===== config.mk =====
export PLATFORM = sky130hd
export DESIGN_NAME = pwt_xlate
export DESIGN_NICKNAME = d
export VERILOG_FILES = /design/src/rtl/pwt_pkg.sv /design/src/rtl/pwt_match.sv /design/src/rtl/pwt_map.sv /design/src/rtl/pwt_xlate.sv
export SDC_FILE = /design/constraint.sdc
export NUM_CORES = 1
export LEC_CHECK = 0
export CELL_PAD_IN_SITES_DETAIL_PLACEMENT = 0
export CELL_PAD_IN_SITES_GLOBAL_PLACEMENT = 1
export CORE_AREA = 5 5 217 219
export CTS_CLUSTER_DIAMETER = 100
export DETAILED_ROUTE_END_ITERATION = 8
export DIE_AREA = 0 0 222 224
export GPL_ROUTABILITY_DRIVEN = 0
export GPL_TIMING_DRIVEN = 0
export PLACE_DENSITY_LB_ADDON = 0.1
export SLEW_MARGIN = 15
export SYNTH_ARGS = -nofsm -noshare
export SYNTH_HDL_FRONTEND = slang
export SYNTH_SLANG_ARGS = --single-unit

===== constraint.sdc =====
create_clock -name clk -period 1.6 [get_ports clk]
set_input_delay 0.32 -clock clk [delete_from_list [all_inputs] [get_ports clk]]
set_output_delay 0.32 -clock clk [all_outputs]
set_load 0.02 [all_outputs]

===== src/rtl/pwt_pkg.sv =====
package pwt_pkg;

    typedef enum logic [1:0] {
        ST_IDLE  = 2'd0,
        ST_FETCH = 2'd1,
        ST_WAIT  = 2'd2
    } fsm_e;

endpackage


===== src/rtl/pwt_match.sv =====
module pwt_match #(
    parameter int NUM_WIN = 4,
    parameter int BUS_AW  = 32,
    parameter int SEL_LO  = 20,
    parameter int SEL_HI  = 31,
    localparam int IDX_W  = (NUM_WIN > 1) ? $clog2(NUM_WIN) : 1
) (
    input  logic [BUS_AW-1:0]         bus_addr,
    input  logic [NUM_WIN*BUS_AW-1:0] base_flat,
    input  logic [NUM_WIN*BUS_AW-1:0] mask_flat,
    output logic                      hit,
    output logic                      sg,
    output logic [IDX_W-1:0]          sel
);

    logic [NUM_WIN-1:0] cand;
    logic [NUM_WIN-1:0] sg_bit;

    for (genvar w = 0; w < NUM_WIN; w++) begin : g_win
        logic [BUS_AW-1:0] base_w;
        logic [BUS_AW-1:0] cmp_w;
        assign base_w = base_flat[w*BUS_AW +: BUS_AW];
        for (genvar b = 0; b < BUS_AW; b++) begin : g_bit
            if (b >= SEL_LO && b <= SEL_HI) begin : g_in
                assign cmp_w[b] = ~mask_flat[w*BUS_AW + b];
            end else begin : g_out
                assign cmp_w[b] = 1'b0;
            end
        end
        assign cand[w]   = (((bus_addr ^ base_w) & cmp_w) == '0) && base_w[0];
        assign sg_bit[w] = base_w[1];
    end

    always_comb begin
        sel = '0;
        for (int i = NUM_WIN - 1; i >= 0; i--) begin
            if (cand[i]) begin
                sel = IDX_W'(i);
            end
        end
    end

    assign hit = |cand;
    assign sg  = hit && sg_bit[sel];

endmodule


===== src/rtl/pwt_map.sv =====
module pwt_map #(
    parameter int BUS_AW   = 32,
    parameter int DMA_AW   = 34,
    parameter int SEL_LO   = 20,
    parameter int SEL_HI   = 31,
    parameter int IDX_LO   = 13,
    parameter int ENTRY_SH = 10
) (
    input  logic [BUS_AW-1:0] bus_addr,
    input  logic [BUS_AW-1:0] win_mask,
    input  logic [DMA_AW-1:0] win_xlat,
    output logic [DMA_AW-1:0] direct_addr,
    output logic [DMA_AW-1:0] entry_addr
);

    localparam logic [DMA_AW-1:0] LOW_KEEP  = (DMA_AW'(1) << SEL_LO) - DMA_AW'(1);
    localparam logic [DMA_AW-1:0] TBL_LOW   = (DMA_AW'(1) << ENTRY_SH) - DMA_AW'(1);
    localparam logic [DMA_AW-1:0] BELOW_IDX = (DMA_AW'(1) << IDX_LO) - DMA_AW'(1);

    logic [DMA_AW-1:0] bus_x;
    logic [DMA_AW-1:0] mask_x;
    logic [DMA_AW-1:0] field;
    logic [DMA_AW-1:0] keep;
    logic [DMA_AW-1:0] tbl_clr;
    logic [DMA_AW-1:0] idx_mask;

    always_comb begin
        bus_x  = DMA_AW'(bus_addr);
        mask_x = DMA_AW'(win_mask);
        for (int b = 0; b < DMA_AW; b++) begin
            field[b] = (b >= SEL_LO && b <= SEL_HI) ? mask_x[b] : 1'b0;
        end
        keep        = field | LOW_KEEP;
        tbl_clr     = (field >> ENTRY_SH) | TBL_LOW;
        idx_mask    = field | (LOW_KEEP & ~BELOW_IDX);
        direct_addr = (win_xlat & ~keep) | (bus_x & keep);
        entry_addr  = (win_xlat & ~tbl_clr) | ((bus_x & idx_mask) >> ENTRY_SH);
    end

endmodule


===== src/rtl/pwt_xlate.sv =====
module pwt_xlate #(
    parameter int NUM_WIN  = 4,
    parameter int BUS_AW   = 32,
    parameter int DMA_AW   = 34,
    parameter int PTE_W    = 64,
    parameter int SEL_LO   = 20,
    parameter int SEL_HI   = 31,
    parameter int IDX_LO   = 13,
    parameter int ENTRY_SH = 10,
    parameter int PAGE_SH  = 12
) (
    input  logic                      clk,
    input  logic                      rst_n,
    input  logic                      req_valid_i,
    output logic                      req_ready_o,
    input  logic [BUS_AW-1:0]         req_addr_i,
    input  logic [NUM_WIN*BUS_AW-1:0] win_base_i,
    input  logic [NUM_WIN*BUS_AW-1:0] win_mask_i,
    input  logic [NUM_WIN*DMA_AW-1:0] win_xlat_i,
    output logic                      rd_req_valid_o,
    input  logic                      rd_req_ready_i,
    output logic [DMA_AW-1:0]         rd_req_addr_o,
    input  logic                      rd_rsp_valid_i,
    input  logic [PTE_W-1:0]          rd_rsp_data_i,
    output logic                      rsp_valid_o,
    output logic [DMA_AW-1:0]         rsp_addr_o
);
    import pwt_pkg::*;

    localparam int IDX_W = (NUM_WIN > 1) ? $clog2(NUM_WIN) : 1;
    localparam int OFF_W = IDX_LO;

    typedef struct packed {
        fsm_e              fsm;
        logic              rsp_vld;
        logic [DMA_AW-1:0] rsp_addr;
        logic [DMA_AW-1:0] rd_addr;
        logic [OFF_W-1:0]  off;
    } st_t;

    st_t st_d, st_q;

    logic              hit;
    logic              hit_sg;
    logic [IDX_W-1:0]  sel;
    logic [BUS_AW-1:0] sel_mask;
    logic [DMA_AW-1:0] sel_xlat;
    logic [DMA_AW-1:0] direct_addr;
    logic [DMA_AW-1:0] entry_addr;
    logic [PTE_W-1:0]  pte_clr;
    logic [DMA_AW-1:0] sg_addr;

    pwt_match #(
        .NUM_WIN (NUM_WIN),
        .BUS_AW  (BUS_AW),
        .SEL_LO  (SEL_LO),
        .SEL_HI  (SEL_HI)
    ) u_match (
        .bus_addr  (req_addr_i),
        .base_flat (win_base_i),
        .mask_flat (win_mask_i),
        .hit       (hit),
        .sg        (hit_sg),
        .sel       (sel)
    );

    assign sel_mask = win_mask_i[sel*BUS_AW +: BUS_AW];
    assign sel_xlat = win_xlat_i[sel*DMA_AW +: DMA_AW];

    pwt_map #(
        .BUS_AW   (BUS_AW),
        .DMA_AW   (DMA_AW),
        .SEL_LO   (SEL_LO),
        .SEL_HI   (SEL_HI),
        .IDX_LO   (IDX_LO),
        .ENTRY_SH (ENTRY_SH)
    ) u_map (
        .bus_addr    (req_addr_i),
        .win_mask    (sel_mask),
        .win_xlat    (sel_xlat),
        .direct_addr (direct_addr),
        .entry_addr  (entry_addr)
    );

    assign pte_clr = rd_rsp_data_i & ~PTE_W'(1);
    assign sg_addr = DMA_AW'(pte_clr << PAGE_SH) | DMA_AW'(st_q.off);

    always_comb begin
        st_d         = st_q;
        st_d.rsp_vld = 1'b0;
        unique case (st_q.fsm)
            ST_IDLE: begin
                if (req_valid_i) begin
                    if (hit_sg) begin
                        st_d.fsm     = ST_FETCH;
                        st_d.rd_addr = entry_addr;
                        st_d.off     = req_addr_i[OFF_W-1:0];
                    end else begin
                        st_d.rsp_vld  = 1'b1;
                        st_d.rsp_addr = hit ? direct_addr : DMA_AW'(req_addr_i);
                    end
                end
            end
            ST_FETCH: begin
                if (rd_req_ready_i) begin
                    st_d.fsm = ST_WAIT;
                end
            end
            ST_WAIT: begin
                if (rd_rsp_valid_i) begin
                    st_d.fsm      = ST_IDLE;
                    st_d.rsp_vld  = 1'b1;
                    st_d.rsp_addr = sg_addr;
                end
            end
            default: begin
                st_d.fsm = ST_IDLE;
            end
        endcase
    end

    always_ff @(posedge clk or negedge rst_n) begin
        if (!rst_n) begin
            st_q <= '{fsm: ST_IDLE, rsp_vld: 1'b0, rsp_addr: '0, rd_addr: '0, off: '0};
        end else begin
            st_q <= st_d;
        end
    end

    assign req_ready_o    = (st_q.fsm == ST_IDLE);
    assign rd_req_valid_o = (st_q.fsm == ST_FETCH);
    assign rd_req_addr_o  = st_q.rd_addr;
    assign rsp_valid_o    = st_q.rsp_vld;
    assign rsp_addr_o     = st_q.rsp_addr;

endmodule


==> impl_metrics.yaml <==
outcome:
  outcome: "finished, violations left"
  violations: "negative setup slack"
timing:
  period_share_pct: 166
  layout_min_cycle_time_ns: 2.65
  max_freq_ghz: 0.377
  hold_viol_final: 0
  slew_viol_final: 0
  setup_slack_ns: -1.05
  fin_skew_ns: 0.0107
  rsz0062_at_grt: "yes"
  fin_setup_tns_ns: -74.84
  tightest_slew_ns: 0.714
  max_slew_margin_pct: 52.4
  setup_viol: 80
logic_synthesis:
  synth_flop_cell: "dfrtp_1"
  syn-instance-count: 680
  synth_seq_cells: 81
  ys.warnings.count: 0
  syn_avg_cell_area_um2: 9.70
  netlist_top_cells_area: "dfrtp_1, buf_4, xnor2_1"
  async_flop_share_pct: 100
  yosysUniqueCellTypes: 68
  ys_seq_area_share_pct: 30.7
  synth.top_cell.area_share_pct: 30.7
  netlist_area_um2: 6600
  yosysTopAreaCell: "dfrtp_1"
  synth_edf_count: 0
grt:
  grt_overflow: 0
  gr-usage-all-layers_pct: 17.3
  antenna_found_initial: 20
  grt_pass1_vias: 8039
  grt_pass1_wl_um: 61800
  grt_max_degree: 49
route:
  ant_nets: 0
  drt_first_pass_iters: 4
  dr_total_vias: 7269
  wl_per_cell_um: 25.9
  routed_via_density: 4.27
  dr.first_iter.drc_count: 363
  wl_um: 44100
  post-route-drc-count: 0
die:
  num_rows: 78
  die_x_um: 222
  pin_count: 564
  initial_core_util_pct: 14.7
  core-area_um2: 44900
  dieArea_um2: 49700
  chipHeight_um: 224
setup_path:
  reg2reg_depth: 6
  cp-start-kind: "input pin"
  worstPathMaxFanout: 4
  worst-setup-path-type: "input pin to flop"
  cp-end-kind: "flop"
  crit_path_start: "win_base_i[119]"
  rr_endpoint: "rsp_addr_o[21]"
  rrSetupSlack_ns: -0.65
  crit_arrival_ns: 2.90
  required_ns: 1.85
  timing.rr.start: "st_q[83]"
  endpoint: "rsp_addr_o[23]"
final_layout:
  final_core_util_pct: 29.7
  area_growth_syn_to_layout_pct: 102
  final_cell_mix: "clkdlybuf4s50_1, buf_4, dlygate4sd2_1"
  final_layout_size_suffix_gt1_share_pct: 39.1
  nets: 1583
  fillers: 4734
  layout_commonest_cell: "clkdlybuf4s50_1"
clocking:
  clk_latency_ns: 0.38
  cts-root-buf: "clkbuf_16"
  htreeDepth: 3
  cts_tree: "built"
  clock-sinks: 81
  clkTransAtPathRegs_ns: 0.07
  cts_made_buffers: 9
  clk_path_buf_depth: 2
pwr:
  seqPwrFrac_pct: 28.3
  p_int_mw: 6.72
  p_sw_share_pct: 36.8
  p_per_area_nw_per_um2: 798
  power.switching_mw: 3.91
  power_frac_comb_pct: 51.0
  irDropWorstVdd_mv: 0.475
  clkPwrFrac_pct: 20.8
  leakagePower_nw: 5.71
run:
  cap_violations: 0
placed_design:
  io_buffers: 313
  dp_hpwl_um: 33700
worst_hold_path:
  hold_path_class: "input pin to flop"
[synthesized netlist by cell type (all sizes together) (6+ instances only)]
master,number
o31ai,10
and2,30
xnor2,48
a221o,20
a211o,9
nor2,30
o221ai,11
o211ai,20
dfrtp,81
o22ai,20
a31o,6
or3,8
nand2,20
nor3,13
a31oi,11
o22a,8
mux4,12
inv,21
mux2i,25
buf,103
o21ai,27
or3b,8
a21oi,18
mux2,33
nor4,9
clkbuf,21
[worst max-delay path, cell delays in order]
cell and delay, ns:
buf_4 0.13, xnor2_4 0.17, o22ai_4 0.09, or4_4 0.56, a211o_4 0.33, a21oi_4 0.21
buf_12 0.15, mux4_2 0.52, a22oi_2 0.28, o221ai_2 0.13
[worst min-delay path by stage]
stage	cells past startpoint	end	startpoint	slack, ns
6_report	3	rd_req_addr_o[17]	req_addr_i[27]	0.34
5_1_grt	3	rd_req_addr_o[17]	req_addr_i[27]	0.34
4_1_cts	3	rd_req_addr_o[13]	req_addr_i[23]	0.31
3_5_place_dp	1	st_q[8]	rst_n	0.28
3_3_place_gp	1	st_q[1]	st_q[1]	0.46
2_1_floorplan	0	rd_req_addr_o[10]	rst_n	0.02
[registers in the layout (all words and copies together) (netlist names)]
signal and count:
rsp_valid_o 1, st_q 15, rsp_addr_o 34, rd_req_addr_o 31
[metrics by stage]
| stage | cell area [um2] | power, mW | hold WS (ns) | setup WS [ns] | cells |
|---|---|---|---|---|---|
| after floorplan | 6830 | 5.64 | 0.0244 | -1.17 | 682 |
| after global placement | 10700 | 8.03 | 0.459 | -3.91 | 1595 |
| after detailed placement | 10700 | 8.04 | 0.281 | -3.08 | 1596 |
| after CTS | 12900 | 10.7 | 0.313 | -1.09 | 1685 |
| after global routing | 13300 | 11.3 | 0.339 | -1.09 | 1696 |
| final | 13300 | 10.6 | 0.345 | -1.05 | 1701 |
[layer usage]
metal  GRT usage [%]  vias to the layer above  share of wire [%]
met3            6.04                       52                7.2
met1            21.1                     3595                 42
met5               0                        -               0.36
met4            3.50                       26                1.5
li1                -                     3332                  -
met2            29.9                      264                 49
[repair_timing]
item / in CTS / in global routing
hold buffers: 1 / 0
setup endpoints to repair: 148 / 84
gates resized for setup: 444 / 107
hold endpoints to repair: 33 / 0
pin swaps: 83 / 68
buffers inserted: 64 / 16
cloned: 9 / 3
[power groups by stage]
stage / Combinational, mW / Sequential (mW) / Clock (mW)
5_1_grt: 5.77 / 3.09 / 2.39
3_5_place_dp: 5.02 / 3.02 / 0
4_1_cts: 5.34 / 3.00 / 2.35
6_report: 5.42 / 3.00 / 2.21
3_3_place_gp: 5.00 / 3.03 / 0
2_1_floorplan: 2.72 / 2.92 / 0
[logic make-up (layout without fill, tap and decap cells)]
kind of cell | after synthesis | after routing | synth area share [%]
buffers and inverters | 145 | 558 | 14.1
AO/OA/AOI/OAI | 199 | 199 | 23.6
AND/OR/NAND/NOR | 136 | 136 | 11.4
flip-flops | 81 | 81 | 30.7
XOR/XNOR | 48 | 48 | 6.60
other | 1 | 9 | 0.0568
multiplexers | 70 | 70 | 13.5
[layout make-up]
cell class | instances | area (um2) | area share (%)
multi-input combinational | 456 | 4930 | 37.0
clock buffer | 9 | 225 | 1.69
antenna | 6 | 15.0 | 0.113
clock inverter | 7 | 55.1 | 0.413
inverter | 21 | 86.3 | 0.648
timing repair buffer | 401 | 4080 | 30.6
tap | 600 | 751 | 5.63
sequential | 81 | 2030 | 15.2
buffer | 120 | 1160 | 8.72
Note: power is estimated with default switching activity, not from simulation.
